<file path="src/rtl/a429_rx_pkg.sv">
package a429_rx_pkg;
  // state of the line pair, packed as {line_one, line_zero}
  typedef enum logic [1:0] {
    LN_NULL = 2'b00,
    LN_ZERO = 2'b01,
    LN_ONE  = 2'b10,
    LN_BAD  = 2'b11
  } line_t;
endpackage

</file>
<file path="src/rtl/a429_rx_sampler.sv">
module a429_rx_sampler
  import a429_rx_pkg::*;
#(
  parameter int OVS       = 4,
  parameter int GAP_CELLS = 3
) (
  input  logic clk,
  input  logic rst,
  input  logic en,
  input  logic line_one,
  input  logic line_zero,
  output logic bit_stb,
  output logic bit_val,
  output logic both_hi,
  output logic gap_lvl
);
  localparam int GAP_CLKS = OVS * GAP_CELLS;
  localparam int NC_W     = $clog2(GAP_CLKS + 1);

  line_t           s1, s2;
  logic            pend;
  logic [NC_W-1:0] ncnt;
  logic            s1_single;

  assign s1_single = (s1 == LN_ONE) || (s1 == LN_ZERO);

  always_ff @(posedge clk) begin
    if (rst || !en) begin
      s1   <= LN_NULL;
      s2   <= LN_NULL;
      pend <= 1'b0;
      ncnt <= '0;
    end else begin
      s1   <= line_t'({line_one, line_zero});
      s2   <= s1;
      // rising edge of either line: take the next sample as cell centre
      pend <= s1_single && (s2 == LN_NULL);
      if (s1 == LN_NULL) begin
        if (ncnt != NC_W'(GAP_CLKS)) ncnt <= ncnt + 1'b1;
      end else begin
        ncnt <= '0;
      end
    end
  end

  assign bit_stb = pend && s1_single;
  assign bit_val = (s1 == LN_ONE);
  assign both_hi = (s1 == LN_BAD);
  assign gap_lvl = (ncnt == NC_W'(GAP_CLKS));
endmodule

</file>
<file path="src/rtl/a429_rx_framer.sv">
module a429_rx_framer #(
  parameter int WORD_BITS = 32,
  parameter int BYTE_BITS = 8
) (
  input  logic                 clk,
  input  logic                 rst,
  input  logic                 en,
  input  logic                 lock,
  input  logic                 bit_stb,
  input  logic                 bit_val,
  input  logic                 both_hi,
  input  logic                 gap_lvl,
  output logic                 done,
  output logic [$clog2(WORD_BITS/BYTE_BITS)-1:0] done_idx,
  output logic [WORD_BITS-1:0] word,
  output logic                 seq_pulse
);
  localparam int CNT_W  = $clog2(WORD_BITS + 1);
  localparam int POS_W  = $clog2(WORD_BITS);
  localparam int BSEL_W = $clog2(BYTE_BITS);

  logic             armed;
  logic [CNT_W-1:0] cnt;
  logic [POS_W-1:0] pos;

  assign pos = cnt[POS_W-1:0];

  always_ff @(posedge clk) begin
    if (rst) word <= '0;
    else if (en && !lock && armed && bit_stb && cnt != CNT_W'(WORD_BITS))
      word[pos] <= bit_val;
  end

  always_ff @(posedge clk) begin
    if (rst || !en || lock) begin
      armed     <= 1'b0;
      cnt       <= '0;
      done      <= 1'b0;
      done_idx  <= '0;
      seq_pulse <= 1'b0;
    end else begin
      done      <= 1'b0;
      seq_pulse <= 1'b0;
      if (gap_lvl) begin
        if (armed && cnt != '0 && cnt < CNT_W'(WORD_BITS)) seq_pulse <= 1'b1;
        armed <= 1'b1;
        cnt   <= '0;
      end else if (armed && both_hi) begin
        seq_pulse <= 1'b1;
        armed     <= 1'b0;
        cnt       <= '0;
      end else if (armed && bit_stb) begin
        if (cnt == CNT_W'(WORD_BITS)) begin
          seq_pulse <= 1'b1;
          armed     <= 1'b0;
          cnt       <= '0;
        end else begin
          cnt <= cnt + 1'b1;
          if (&pos[BSEL_W-1:0]) begin
            done     <= 1'b1;
            done_idx <= pos[POS_W-1:BSEL_W];
          end
        end
      end
    end
  end
endmodule

</file>
<file path="src/rtl/a429_rx_deliver.sv">
module a429_rx_deliver #(
  parameter int WORD_BITS = 32,
  parameter int BYTE_BITS = 8
) (
  input  logic                 clk,
  input  logic                 rst,
  input  logic                 wide,
  input  logic                 par_en,
  input  logic                 skip_wr,
  input  logic                 lbl_ok,
  input  logic                 stat_rd,
  input  logic                 data_rd,
  input  logic                 done,
  input  logic [$clog2(WORD_BITS/BYTE_BITS)-1:0] done_idx,
  input  logic [WORD_BITS-1:0] word,
  input  logic                 seq_pulse,
  output logic                 ready,
  output logic                 first,
  output logic [BYTE_BITS-1:0] data_byte,
  output logic [WORD_BITS-1:0] data_word,
  output logic                 err_par,
  output logic                 err_ovr,
  output logic                 err_seq
);
  localparam int NBYTES = WORD_BITS / BYTE_BITS;
  localparam int NB_W   = $clog2(NBYTES);
  localparam int BSEL_W = $clog2(BYTE_BITS);

  logic                 skip, drop;
  logic                 is_first, is_last, drop_now, par_bad, act;
  logic [BYTE_BITS-1:0] cur_byte;

  assign is_first = (done_idx == '0);
  assign is_last  = (done_idx == NB_W'(NBYTES - 1));
  assign drop_now = is_first ? !lbl_ok : drop;
  assign par_bad  = par_en && is_last && !(^word);
  assign act      = wide ? is_last : 1'b1;
  assign cur_byte = word[{done_idx, BSEL_W'(0)} +: BYTE_BITS];

  always_ff @(posedge clk) begin
    if (rst) begin
      ready     <= 1'b0;
      first     <= 1'b0;
      skip      <= 1'b0;
      drop      <= 1'b0;
      data_byte <= '0;
      data_word <= '0;
      err_par   <= 1'b0;
      err_ovr   <= 1'b0;
      err_seq   <= 1'b0;
    end else begin
      if (data_rd) begin
        ready <= 1'b0;
        first <= 1'b0;
      end
      if (stat_rd) begin
        err_par <= 1'b0;
        err_ovr <= 1'b0;
        err_seq <= 1'b0;
      end
      if (skip_wr)   skip    <= 1'b1;
      if (seq_pulse) err_seq <= 1'b1;
      if (done) begin
        if (is_first) drop <= !lbl_ok;
        if (is_last)  skip <= 1'b0;
        if (act && !drop_now) begin
          if (par_bad) begin
            err_par <= 1'b1;
          end else begin
            data_byte <= cur_byte;
            if (wide) data_word <= word;
            if (wide || is_first) first <= 1'b1;
            if (!skip) begin
              if (ready && !data_rd) err_ovr <= 1'b1;
              ready <= 1'b1;
            end
          end
        end
      end
    end
  end
endmodule

</file>
<file path="src/rtl/a429_word_rx.sv">
module a429_word_rx #(
  parameter int WORD_BITS = 32,
  parameter int BYTE_BITS = 8,
  parameter int OVS       = 4,
  parameter int GAP_CELLS = 3
) (
  input  logic                 clk,
  input  logic                 rst,
  input  logic                 line_one,
  input  logic                 line_zero,
  input  logic                 ctl_enable,
  input  logic                 ctl_wide,
  input  logic                 ctl_parity_en,
  input  logic                 ctl_skip_wr,
  input  logic                 lbl_ok,
  input  logic                 stat_rd,
  input  logic                 data_rd,
  output logic                 rx_ready,
  output logic                 first_char,
  output logic [BYTE_BITS-1:0] data_byte,
  output logic [WORD_BITS-1:0] data_word,
  output logic                 err_parity,
  output logic                 err_overwrite,
  output logic                 err_seq,
  output logic                 err_any
);
  localparam int NB_W = $clog2(WORD_BITS / BYTE_BITS);

  logic                 bit_stb, bit_val, both_hi, gap_lvl;
  logic                 done, seq_pulse;
  logic [NB_W-1:0]      done_idx;
  logic [WORD_BITS-1:0] word;

  assign err_any = err_parity | err_overwrite | err_seq;

  a429_rx_sampler #(.OVS(OVS), .GAP_CELLS(GAP_CELLS)) u_smp (
    .clk(clk), .rst(rst), .en(ctl_enable),
    .line_one(line_one), .line_zero(line_zero),
    .bit_stb(bit_stb), .bit_val(bit_val), .both_hi(both_hi), .gap_lvl(gap_lvl)
  );

  a429_rx_framer #(.WORD_BITS(WORD_BITS), .BYTE_BITS(BYTE_BITS)) u_frm (
    .clk(clk), .rst(rst), .en(ctl_enable), .lock(err_any),
    .bit_stb(bit_stb), .bit_val(bit_val), .both_hi(both_hi), .gap_lvl(gap_lvl),
    .done(done), .done_idx(done_idx), .word(word), .seq_pulse(seq_pulse)
  );

  a429_rx_deliver #(.WORD_BITS(WORD_BITS), .BYTE_BITS(BYTE_BITS)) u_dlv (
    .clk(clk), .rst(rst), .wide(ctl_wide), .par_en(ctl_parity_en),
    .skip_wr(ctl_skip_wr), .lbl_ok(lbl_ok), .stat_rd(stat_rd), .data_rd(data_rd),
    .done(done), .done_idx(done_idx), .word(word), .seq_pulse(seq_pulse),
    .ready(rx_ready), .first(first_char), .data_byte(data_byte),
    .data_word(data_word), .err_par(err_parity), .err_ovr(err_overwrite),
    .err_seq(err_seq)
  );
endmodule

</file>
<file path="config.mk">
export PLATFORM = sky130hd
export DESIGN_NAME = a429_word_rx
export DESIGN_NICKNAME = d
export VERILOG_FILES = /design/src/rtl/a429_rx_pkg.sv /design/src/rtl/a429_rx_sampler.sv /design/src/rtl/a429_rx_framer.sv /design/src/rtl/a429_rx_deliver.sv /design/src/rtl/a429_word_rx.sv
export SDC_FILE = /design/constraint.sdc
export NUM_CORES = 1
export LEC_CHECK = 0
export ABC_AREA = 0
export BUFFER_PORTS_ARGS = -buffer_cell sky130_fd_sc_hd__clkbuf_2
export CAP_MARGIN = 20
export CORE_MARGIN = 8
export CORE_UTILIZATION = 45
export CTS_CLUSTER_SIZE = 10
export DETAILED_ROUTE_END_ITERATION = 7
export PLACE_DENSITY = 0.67
export SYNTH_ARGS = -nofsm -noshare
export SYNTH_HDL_FRONTEND = slang
export SYNTH_HIERARCHICAL = 1
export SYNTH_SLANG_ARGS = --single-unit
</file>
<file path="constraint.sdc">
create_clock -name clk -period 2.14 [get_ports clk]
set_clock_uncertainty 0.1 [all_clocks]
set_input_delay 0.107 -clock clk [delete_from_list [all_inputs] [get_ports clk]]
set_output_delay 0.107 -clock clk [all_outputs]
set_load 0.05 [all_outputs]
</file>
==> results.md, run 1 <==
- First-iteration detailed-routing DRC count: 398
- Antenna violations before repair: 0
- Number of enable-type register cells in the synthesized netlist: 0
- Crit-path max FO: 8
- Global router's overall resource usage: 18.3%
- Distinct cells, synth: 56
- Share of the yosys chip area belonging to registers: 33.8%
- Residual overflow from global routing: 0
- First-pass GRT wire length: 24,500 um
- Setup repair after global routing missed its margin: true
- Proportion of power drawn by combinational gates: 3.0%
- Data required time at the worst endpoint: 2280 ps
- Pin count of the biggest net entering global routing: 55
- Primary FF master, synth: sky130_fd_sc_hd__dfxtp_1
- Max Cap Viol: 0
- Type of the tightest min-delay check: primary input to flop
- TritonRoute pass-1 iters: 5
- Clock latency at the later pin of the worst-skew pair: 350 ps
- CP startpoint: u_frm/word[16]
- Area of the die: 0.0169 mm^2
- X dimension of the die: 130 um
- Weighted congestion at the end of routability-driven global placement: 0.903
- Critical path class: flop to flop
- Core ar.: 0.0127 mm^2
- Slew at the pin closest to its max-slew limit: 596 ps
- Portion of total power attributed to sequential cells: 52.1%
- Leading cell types by total area after synthesis: sky130_fd_sc_hd__dfxtp_1 34%, sky130_fd_sc_hd__mux2i_1 19%, sky130_fd_sc_hd__nor2_1 6.0%
- DRC violation count after routing: 0
- Top-level port count: 57
- Cell type contributing the most total cell area after synthesis: sky130_fd_sc_hd__dfxtp_1
- Worst slack on hold paths: 98.6 ps
- Total of flip-flops plus latches after synthesis: 99
- Crit path time final: 2230 ps
- Number of max-slew violations in the final report: 0
- Average via count per standard cell: 5.54
- Headroom to the max-slew limit: 60.2%
- WP data arrival: 2360 ps
- Switching power total: 0.000804 W
- Result of the run: finished with violations
- Row count: 41
- CTS Buf Count: 9
- Die Y-Extent: 130 um
- Switching power share of the total: 22.6%
- Filler cell count in the final layout: 1,103
- Fin area: 0.00736 mm^2
- Diode insertion count for antenna repair: 0
- Synth Instances: 620
- Number of global-route vias before repair: 4,785
- Area of the mapped netlist: 0.00586 mm^2
- Violated checks: setup timing
- Initial Utilization: 46.3%
- Number of nets in the synthesized netlist: 641
- Most common cell after layout, fill and taps aside: sky130_fd_sc_hd__mux2i_1
- TritonCTS Sinks: 99
- Depth of the CTS H-tree: 3
- CTS tree: yes
- Routed wire length: 16,200 um
- Leakage power summed over all cells: 3.06 nW
- Clock slew at the register clock pins of the worst setup and hold paths: 70 ps
- Remaining antenna violation count after routing: 0
- Start point of the worst min-delay path: data_rd
- Total setup violations reported at the end of the flow: 24
- Clock root cell: sky130_fd_sc_hd__clkbuf_16
- Average cell area after synthesis: 9.45 um^2
- Fin worst setup slack: -86.1 ps
- Top cell type's share of synthesized area: 33.8%
- Total cell area at the placement stage: 0.00664 mm^2
- Final period util: 104%
- Detailed placer's ending HPWL: 11,300 um
- Portion of total power attributed to the clock network: 44.9%
- Int Power: 0.00275 W
- FMAX: 0.449 GHz
- Area delta synth->final: 25.7%
- Share of flip-flops with an asynchronous set or reset: 0%
- Kind of end point of the critical path: flop
- Via Count: 4,902
- Final hold vios: 0
- Yosys warning total: 6
- Longest Clk Path Bufs: 2
- Power density of the placed cells: 483 mW/mm^2
- Area of the multi-input gates: 0.00390 mm^2
- Area used by sequential logic in the layout: 0.00199 mm^2
- Startpoint kind of the worst setup timing path: flop
- Total of buffers placed on input and output ports: 56
- Worst flop-to-flop path startpoint: u_frm/word[16]
- Fraction of final layout cells sized beyond drive strength 1: 30.9%
- Final routed wire length divided by cell count: 18.3 um
- Peak supply drop: 0.523 mV
- Highest-count cells in the layout ignoring fill and taps: 111 x sky130_fd_sc_hd__mux2i_1, 93 x sky130_fd_sc_hd__dfxtp_1, 92 x sky130_fd_sc_hd__nor2_1
- Layout net count: 729
[path summary, 6_finish.rpt]
kind,slack [ps],to,cells past startpoint
worst max-delay path,-90,u_dlv/data_word[19],9
worst min-delay path,100,u_dlv/first,4
worst min register to register,350,u_dlv/err_seq,2
worst max register to register,-90,u_dlv/data_word[19],9
[logic make-up (layout without fill, tap and decap cells)]
group / Yosys count / count (layout) / share of synthesized area, %
XOR/XNOR: 34 / 34 / 5.59
AND/OR/NAND/NOR: 219 / 219 / 19.3
adder cells (fa/ha/maj): 10 / 10 / 2.13
buffers and inverters: 56 / 149 / 4.50
AO/OA/AOI/OAI: 43 / 43 / 4.91
multiplexers: 159 / 159 / 29.7
flip-flops: 99 / 99 / 33.8
[per-stage QoR]
stage | power [W] | util [%] | TNS [ps] | setup WS, ps | instances
2_1_floorplan | 0.00196 | - | 0 | 19.1 | 620
3_3_place_gp | 0.00199 | 52.4 | -295 | -20.4 | 856
3_5_place_dp | 0.00199 | 52.4 | -1320 | -62.6 | 856
4_1_cts | 0.00358 | 55.4 | -4.39 | -2.87 | 879
5_1_grt | 0.00366 | 58.1 | -5940 | -203 | 885
6_report | 0.00355 | 58.1 | -1790 | -86.1 | 885
[state kept, by name, summed over array words and instances, names as in the netlist, 2 cells and up]
register / cells
u_dlv/data_word: 32
u_frm/word: 32
u_dlv/data_byte: 8
u_frm/cnt: 6
u_smp/ncnt: 4
u_frm/done_idx: 2
u_smp/s1: 2
u_smp/s2: 2
[worst max-delay path, stage by stage (launching register included)]
cell and delay [ps]:
sky130_fd_sc_hd__dfxtp_1 340, sky130_fd_sc_hd__xnor2_2 150, sky130_fd_sc_hd__xnor2_1 140, sky130_fd_sc_hd__xnor2_1 270, sky130_fd_sc_hd__xnor2_2 120, sky130_fd_sc_hd__buf_6 150, sky130_fd_sc_hd__xnor2_4 240, sky130_fd_sc_hd__buf_6 150
sky130_fd_sc_hd__buf_12 140, sky130_fd_sc_hd__mux2_4 310
[power by group through the flow]
stage,logic (W),clock network [W],registers (W)
after detailed placement,0.0000982,0,0.00189
after global placement,0.0000940,0,0.00189
after floorplan,0.0000632,0,0.00189
final,0.000107,0.00160,0.00185
after CTS,0.000105,0.00162,0.00185
after global routing,0.000116,0.00170,0.00185
[metal layers]
metal	share of wire, %	GRT usage (%)	wire length [um]
met2	49	30.6	7960
met4	1.0	5.26	164
met3	5.4	3.67	875
met1	44	23.4	7180
met5	0	0	0
[area by class of cell]
type / count / area share, %
clock buffers: 12 / 3.48
clock inverters: 4 / 0.442
inverters: 10 / 0.510
multi-input cells: 465 / 52.9
flip-flops and latches: 99 / 27.0
well taps: 172 / 2.92
repair buffers: 123 / 12.7
[timing repair]
action	4_1_cts	5_1_grt
setup buffers	2	3
endpoints found under the hold margin	6	0
endpoints found under the setup margin	40	55
cloned	0	3
gates resized for setup	6	58
pin swaps	3	15
hold buffers	5	0
[Yosys cell counts, drive strengths merged (15+ instances only)]
cell type / number
nor2: 93
mux2: 40
dfxtp: 99
nand2: 17
mux2i: 111
a21oi: 15
nand3: 30
xnor2: 29
nand2b: 29
clkbuf: 24
buf: 22
Power figures use the tool's default switching activity.
==> run 2: changes to the inputs <==
CORE_MARGIN = unset   (was 8)
==> run 2 against run 1 <==
- the run still ends with setup timing left
- sequential share of layout area up 1.2 points
- fmax up 2.0%
- sequential power about the same
- via count down 0.47%
- total power down 5.0%
- utilization down 2.3 points
- combinational power about the same
- setup slack better by 44 ps
- register-to-register slack better by 40 ps
- first-iteration DRC count up 8.8%
- routed wire length down 7.0%
- design area down 4.0%
- critical endpoint is now u_dlv/data_word[8]
- largest power group unchanged
==> results.md, run 2 (same netlist as run 1, synthesis figures left out) <==
- Highest-count cells in the layout ignoring fill and taps: 111 x sky130_fd_sc_hd__mux2i_1, 92 x sky130_fd_sc_hd__nor2_1, 89 x sky130_fd_sc_hd__dfxtp_1
- Layout net count: 726
- Clock root cell: sky130_fd_sc_hd__clkbuf_16
- Startpoint kind of the worst setup timing path: flop
- Violated checks: setup timing
- First-iteration detailed-routing DRC count: 433
- Type of the tightest min-delay check: primary input to flop
- FMAX: 0.458 GHz
- CP startpoint: u_frm/word[0]
- Remaining antenna violation count after routing: 0
- Portion of total power attributed to the clock network: 41.9%
- Peak supply drop: 0.574 mV
- Total cell area at the placement stage: 0.00664 mm^2
- CTS Buf Count: 9
- Die Y-Extent: 116 um
- Via Count: 4,879
- Crit path time final: 2180 ps
- Area delta synth->final: 20.6%
- Proportion of power drawn by combinational gates: 3.2%
- Data required time at the worst endpoint: 2270 ps
- Initial Utilization: 46.3%
- Slew at the pin closest to its max-slew limit: 610 ps
- Max Cap Viol: 0
- Int Power: 0.00265 W
- Crit-path max FO: 18
- Final routed wire length divided by cell count: 17.1 um
- TritonCTS Sinks: 99
- Portion of total power attributed to sequential cells: 54.9%
- Antenna violations before repair: 0
- Switching power total: 0.000723 W
- Detailed placer's ending HPWL: 10,900 um
- Final period util: 102%
- Clock slew at the register clock pins of the worst setup and hold paths: 60 ps
- Leakage power summed over all cells: 3.00 nW
- Fin worst setup slack: -41.8 ps
- Clock latency at the later pin of the worst-skew pair: 340 ps
- X dimension of the die: 116 um
- Most common cell after layout, fill and taps aside: sky130_fd_sc_hd__mux2i_1
- First-pass GRT wire length: 23,700 um
- Total of buffers placed on input and output ports: 56
- Core ar.: 0.0127 mm^2
- Final hold vios: 0
- Diode insertion count for antenna repair: 0
- Residual overflow from global routing: 0
- Worst flop-to-flop path startpoint: u_frm/word[0]
- Fin area: 0.00707 mm^2
- Kind of end point of the critical path: flop
- Routed wire length: 15,000 um
- Headroom to the max-slew limit: 59.2%
- Cells on worst reg2reg path: 7
- Number of global-route vias before repair: 4,783
- Setup crit end: u_dlv/data_word[8]
- R2R Setup Slk: -40 ps
- Sum Neg Setup Slack: -627 ps
- Pre-CTS worst setup slack: -141 ps
- Row count: 41
- TritonRoute pass-1 iters: 5
- Power density of the placed cells: 477 mW/mm^2
- Depth of the CTS H-tree: 3
- Critical path class: flop to flop
- WP data arrival: 2310 ps
- Top-level port count: 57
- Result of the run: finished with violations
- Pin count of the biggest net entering global routing: 54
- Average via count per standard cell: 5.56
- Weighted congestion at the end of routability-driven global placement: 0.834
- Total setup violations reported at the end of the flow: 30
- Area of the die: 0.0135 mm^2
- Global router's overall resource usage: 22.9%
- DRC violation count after routing: 0
- Longest Clk Path Bufs: 2
- Switching power share of the total: 21.4%
- Registers with the most flip-flops: u_dlv/data_word x32, u_frm/word x32, u_dlv/data_byte x8
- Number of max-slew violations in the final report: 0
- Setup repair after global routing missed its margin: true
- CTS tree: yes
- PnR Total Power: 0.00338 W
- Fraction of final layout cells sized beyond drive strength 1: 27.5%
- Reg-to-Reg End: u_dlv/data_word[8]
run 2: cell types whose count changed in the layout (fill, tap and decap cells not counted), sizes merged:
cell      delta
buf          -1
clkbuf       -3
clkinv       +1
clkinvlp     -2
inv          -2
run 2: layout make-up:
type | count | area, um^2
well taps | 172 | 215
fillers | 1147 | 5600
inverters | 10 | 37.5
clock buffers | 11 | 233
multi-input cells | 465 | 3740
flip-flops and latches | 99 | 1990
repair buffers | 120 | 846
clock inverters | 1 | 5.00
run 2: metal layers:
layer  up-vias  global-route usage [%]  wire length, um
li1       2334                       -                -
met1      2389                    30.0             6810
met2       134                    37.9             7310
met3        22                    3.84              603
met4         0                    8.12              320
met5         -                       0                0
run 2: per-stage QoR:
stage                     utilization (%)  hold slack (ps)  cells
after floorplan                         -              123    620
after global placement               52.4              216    858
after detailed placement             52.4              217    858
after CTS                            55.3             76.4    877
after global routing                 55.8             99.7    878
final                                55.8             86.0    878
run 2: worst min path at each step:
| stage | start | cells after the start | slack [ps] | to |
|---|---|---|---|---|
| after CTS | data_rd | 4 | 80 | u_dlv/ready |
| final | data_rd | 4 | 90 | u_dlv/ready |
| after detailed placement | line_zero | 2 | 220 | u_smp/s1[0] |
| after global placement | line_one | 2 | 220 | u_smp/s1[1] |
| after global routing | data_rd | 4 | 100 | u_dlv/ready |
| after floorplan | lbl_ok | 1 | 120 | u_dlv/drop |
run 2: critical path, stage by stage (launching register included):
cell                      delay [ps]
sky130_fd_sc_hd__dfxtp_1         320
sky130_fd_sc_hd__xnor2_1         210
sky130_fd_sc_hd__xnor2_1         200
sky130_fd_sc_hd__xnor2_2         160
sky130_fd_sc_hd__xnor2_4         320
sky130_fd_sc_hd__xnor2_4         190
sky130_fd_sc_hd__buf_12          200
sky130_fd_sc_hd__mux2_2          350
run 2: power groups by stage:
stage                     sequential (W)  clock [W]  combinational (W)
after floorplan                  0.00189          0          0.0000632
after global placement           0.00189          0          0.0000960
after detailed placement         0.00189          0          0.0000992
after CTS                        0.00185    0.00145           0.000107
after global routing             0.00185    0.00151           0.000117
final                            0.00185    0.00142           0.000108
run 2: timing repair:
item	CTS	global route
setup buffers	2	1
resized for setup	12	17
setup endpoints to repair	40	48
cloned	0	0
hold buffers	5	0
endpoints found under the hold margin	6	0
pin swaps	3	3
==> run 3: changes to the inputs <==
CTS_BUF_LIST = sky130_fd_sc_hd__clkbuf_8   (was unset)
==> run 3 against run 2 <==
- the flow still finishes with violations (setup timing)
- non-clock buffer count unchanged
- total power decreased by 12%
- setup slack got worse by 3.8 ps
- critical path type unchanged
- largest power group unchanged
==> results.md, run 3 (same netlist as run 1, synthesis figures left out) <==
- Global router's overall resource usage: 22.8%
- Longest Clk Path Bufs: 2
- Final hold vios: 0
- Area of the die: 0.0135 mm^2
- Number of max-slew violations in the final report: 0
- Violated checks: setup timing
- Highest-count cells in the layout ignoring fill and taps: 111 x sky130_fd_sc_hd__mux2i_1, 92 x sky130_fd_sc_hd__nor2_1, 87 x sky130_fd_sc_hd__dfxtp_1
- CTS Buf Count: 9
- Row count: 41
- Filler cell count in the final layout: 1,155
- WP data arrival: 2350 ps
- Total of buffers placed on input and output ports: 56
- Core ar.: 0.0127 mm^2
- Routed wire length: 15,200 um
- Detailed placer's ending HPWL: 10,900 um
- Number of global-route vias before repair: 4,727
- Clock root cell: sky130_fd_sc_hd__clkbuf_8
- TritonCTS Sinks: 99
- First-iteration detailed-routing DRC count: 413
- Startpoint kind of the worst setup timing path: flop
- Clock latency at the later pin of the worst-skew pair: 370 ps
- Area delta synth->final: 20.1%
- Layout net count: 726
- Average via count per standard cell: 5.54
- Critical path class: flop to flop
- Setup repair after global routing missed its margin: true
- CTS tree: yes
- Top-level port count: 57
- Sum Neg Setup Slack: -715 ps
- Area used by sequential logic in the layout: 0.00200 mm^2
- Total cell area at the placement stage: 0.00664 mm^2
- Fin area: 0.00704 mm^2
- Final routed wire length divided by cell count: 17.3 um
- Data required time at the worst endpoint: 2300 ps
- Crit path time final: 2190 ps
- DRC violation count after routing: 0
- Pin count of the biggest net entering global routing: 54
- Antenna violations before repair: 0
- Kind of end point of the critical path: flop
- Final period util: 102%
- Fin worst setup slack: -45.6 ps
- Result of the run: finished with violations
- X dimension of the die: 116 um
- Die Y-Extent: 116 um
- Weighted congestion at the end of routability-driven global placement: 0.834
- Remaining antenna violation count after routing: 0
- Via Count: 4,865
- Most common cell after layout, fill and taps aside: sky130_fd_sc_hd__mux2i_1
- Total setup violations reported at the end of the flow: 32
- Registers with the most flip-flops: u_dlv/data_word x32, u_frm/word x32, u_dlv/data_byte x8
- Initial Utilization: 46.3%
- Depth of the CTS H-tree: 3
- Residual overflow from global routing: 0
- PnR Total Power: 0.00297 W
- Crit-path max FO: 18
- Diode insertion count for antenna repair: 0
- Peak supply drop: 0.356 mV
- Leakage power summed over all cells: 2.97 nW
- Power density of the placed cells: 422 mW/mm^2
- Headroom to the max-slew limit: 60.9%
- Fraction of final layout cells sized beyond drive strength 1: 29.3%
- Slew at the pin closest to its max-slew limit: 584 ps
- Max Cap Viol: 0
- FMAX: 0.458 GHz
- Clock slew at the register clock pins of the worst setup and hold paths: 90 ps
- TritonRoute pass-1 iters: 6
- Final Core Density: 55.5%
- Area of the multi-input gates: 0.00380 mm^2
- Type of the tightest min-delay check: primary input to flop
- First-pass GRT wire length: 23,600 um
-- run 3: cell count changes in the layout (fill, tap and decap cells not counted), sizes merged --
cell,change
clkbuf,-2
inv,+2
-- run 3: layer usage --
metal  GRT usage (%)  wire length [um]  part of all wire, %  up-vias
li1                -                 -                    -     2329
met4            7.69               304                  2.0        0
met2            37.9              7290                   48      131
met1            30.0              6940                   46     2382
met5               0                 0                    0        -
met3            3.89               635                  4.2       23
-- run 3: path summary, 6_finish.rpt --
path,from,to,slack [ps],depth (start not counted)
max,u_frm/word[8],u_dlv/data_word[8],-50,7
min,data_rd,u_dlv/ready,50,4
max reg2reg,u_frm/word[8],u_dlv/data_word[8],-50,7
min reg2reg,u_dlv/err_par,u_dlv/err_par,400,2
-- run 3: what timing repair did --
item | CTS | global route
endpoints found under the hold margin | 6 | 0
buffers inserted | 2 | 1
endpoints found under the setup margin | 40 | 49
resized for setup | 12 | 32
pin swaps | 3 | 3
hold buffers | 5 | 0
-- run 3: stage by stage --
stage          hold WS [ps]  setup slack (ps)  cells
2_1_floorplan           123              19.1    620
3_3_place_gp            216             -37.0    858
3_5_place_dp            217              -141    858
4_1_cts                30.9             -68.6    877
5_1_grt                52.6              -118    878
6_report               50.4             -45.6    878
-- run 3: report_power, final --
part           internal, W  switching [W]  total [W]
logic            0.0000434      0.0000644   0.000108
clock network     0.000388       0.000623    0.00101
registers          0.00185     0.00000459    0.00185
total              0.00228       0.000692    0.00297
-- run 3: area by class of cell --
| type | count | area share [%] |
|---|---|---|
| clock buffers | 9 | 1.76 |
| inverters | 10 | 0.533 |
| repair buffers | 120 | 12.1 |
| flip-flops and latches | 99 | 28.4 |
| multi-input cells | 465 | 54.0 |
| well taps | 172 | 3.06 |
| clock inverters | 3 | 0.178 |
-- run 3: worst max-delay path, cell delays in order (launching register included) --
cell and delay [ps]:
sky130_fd_sc_hd__dfxtp_1 330, sky130_fd_sc_hd__xnor2_1 240, sky130_fd_sc_hd__xnor2_2 110, sky130_fd_sc_hd__xnor2_2 330, sky130_fd_sc_hd__xnor2_4 160, sky130_fd_sc_hd__xnor2_4 250
sky130_fd_sc_hd__buf_12 200, sky130_fd_sc_hd__mux2_2 350
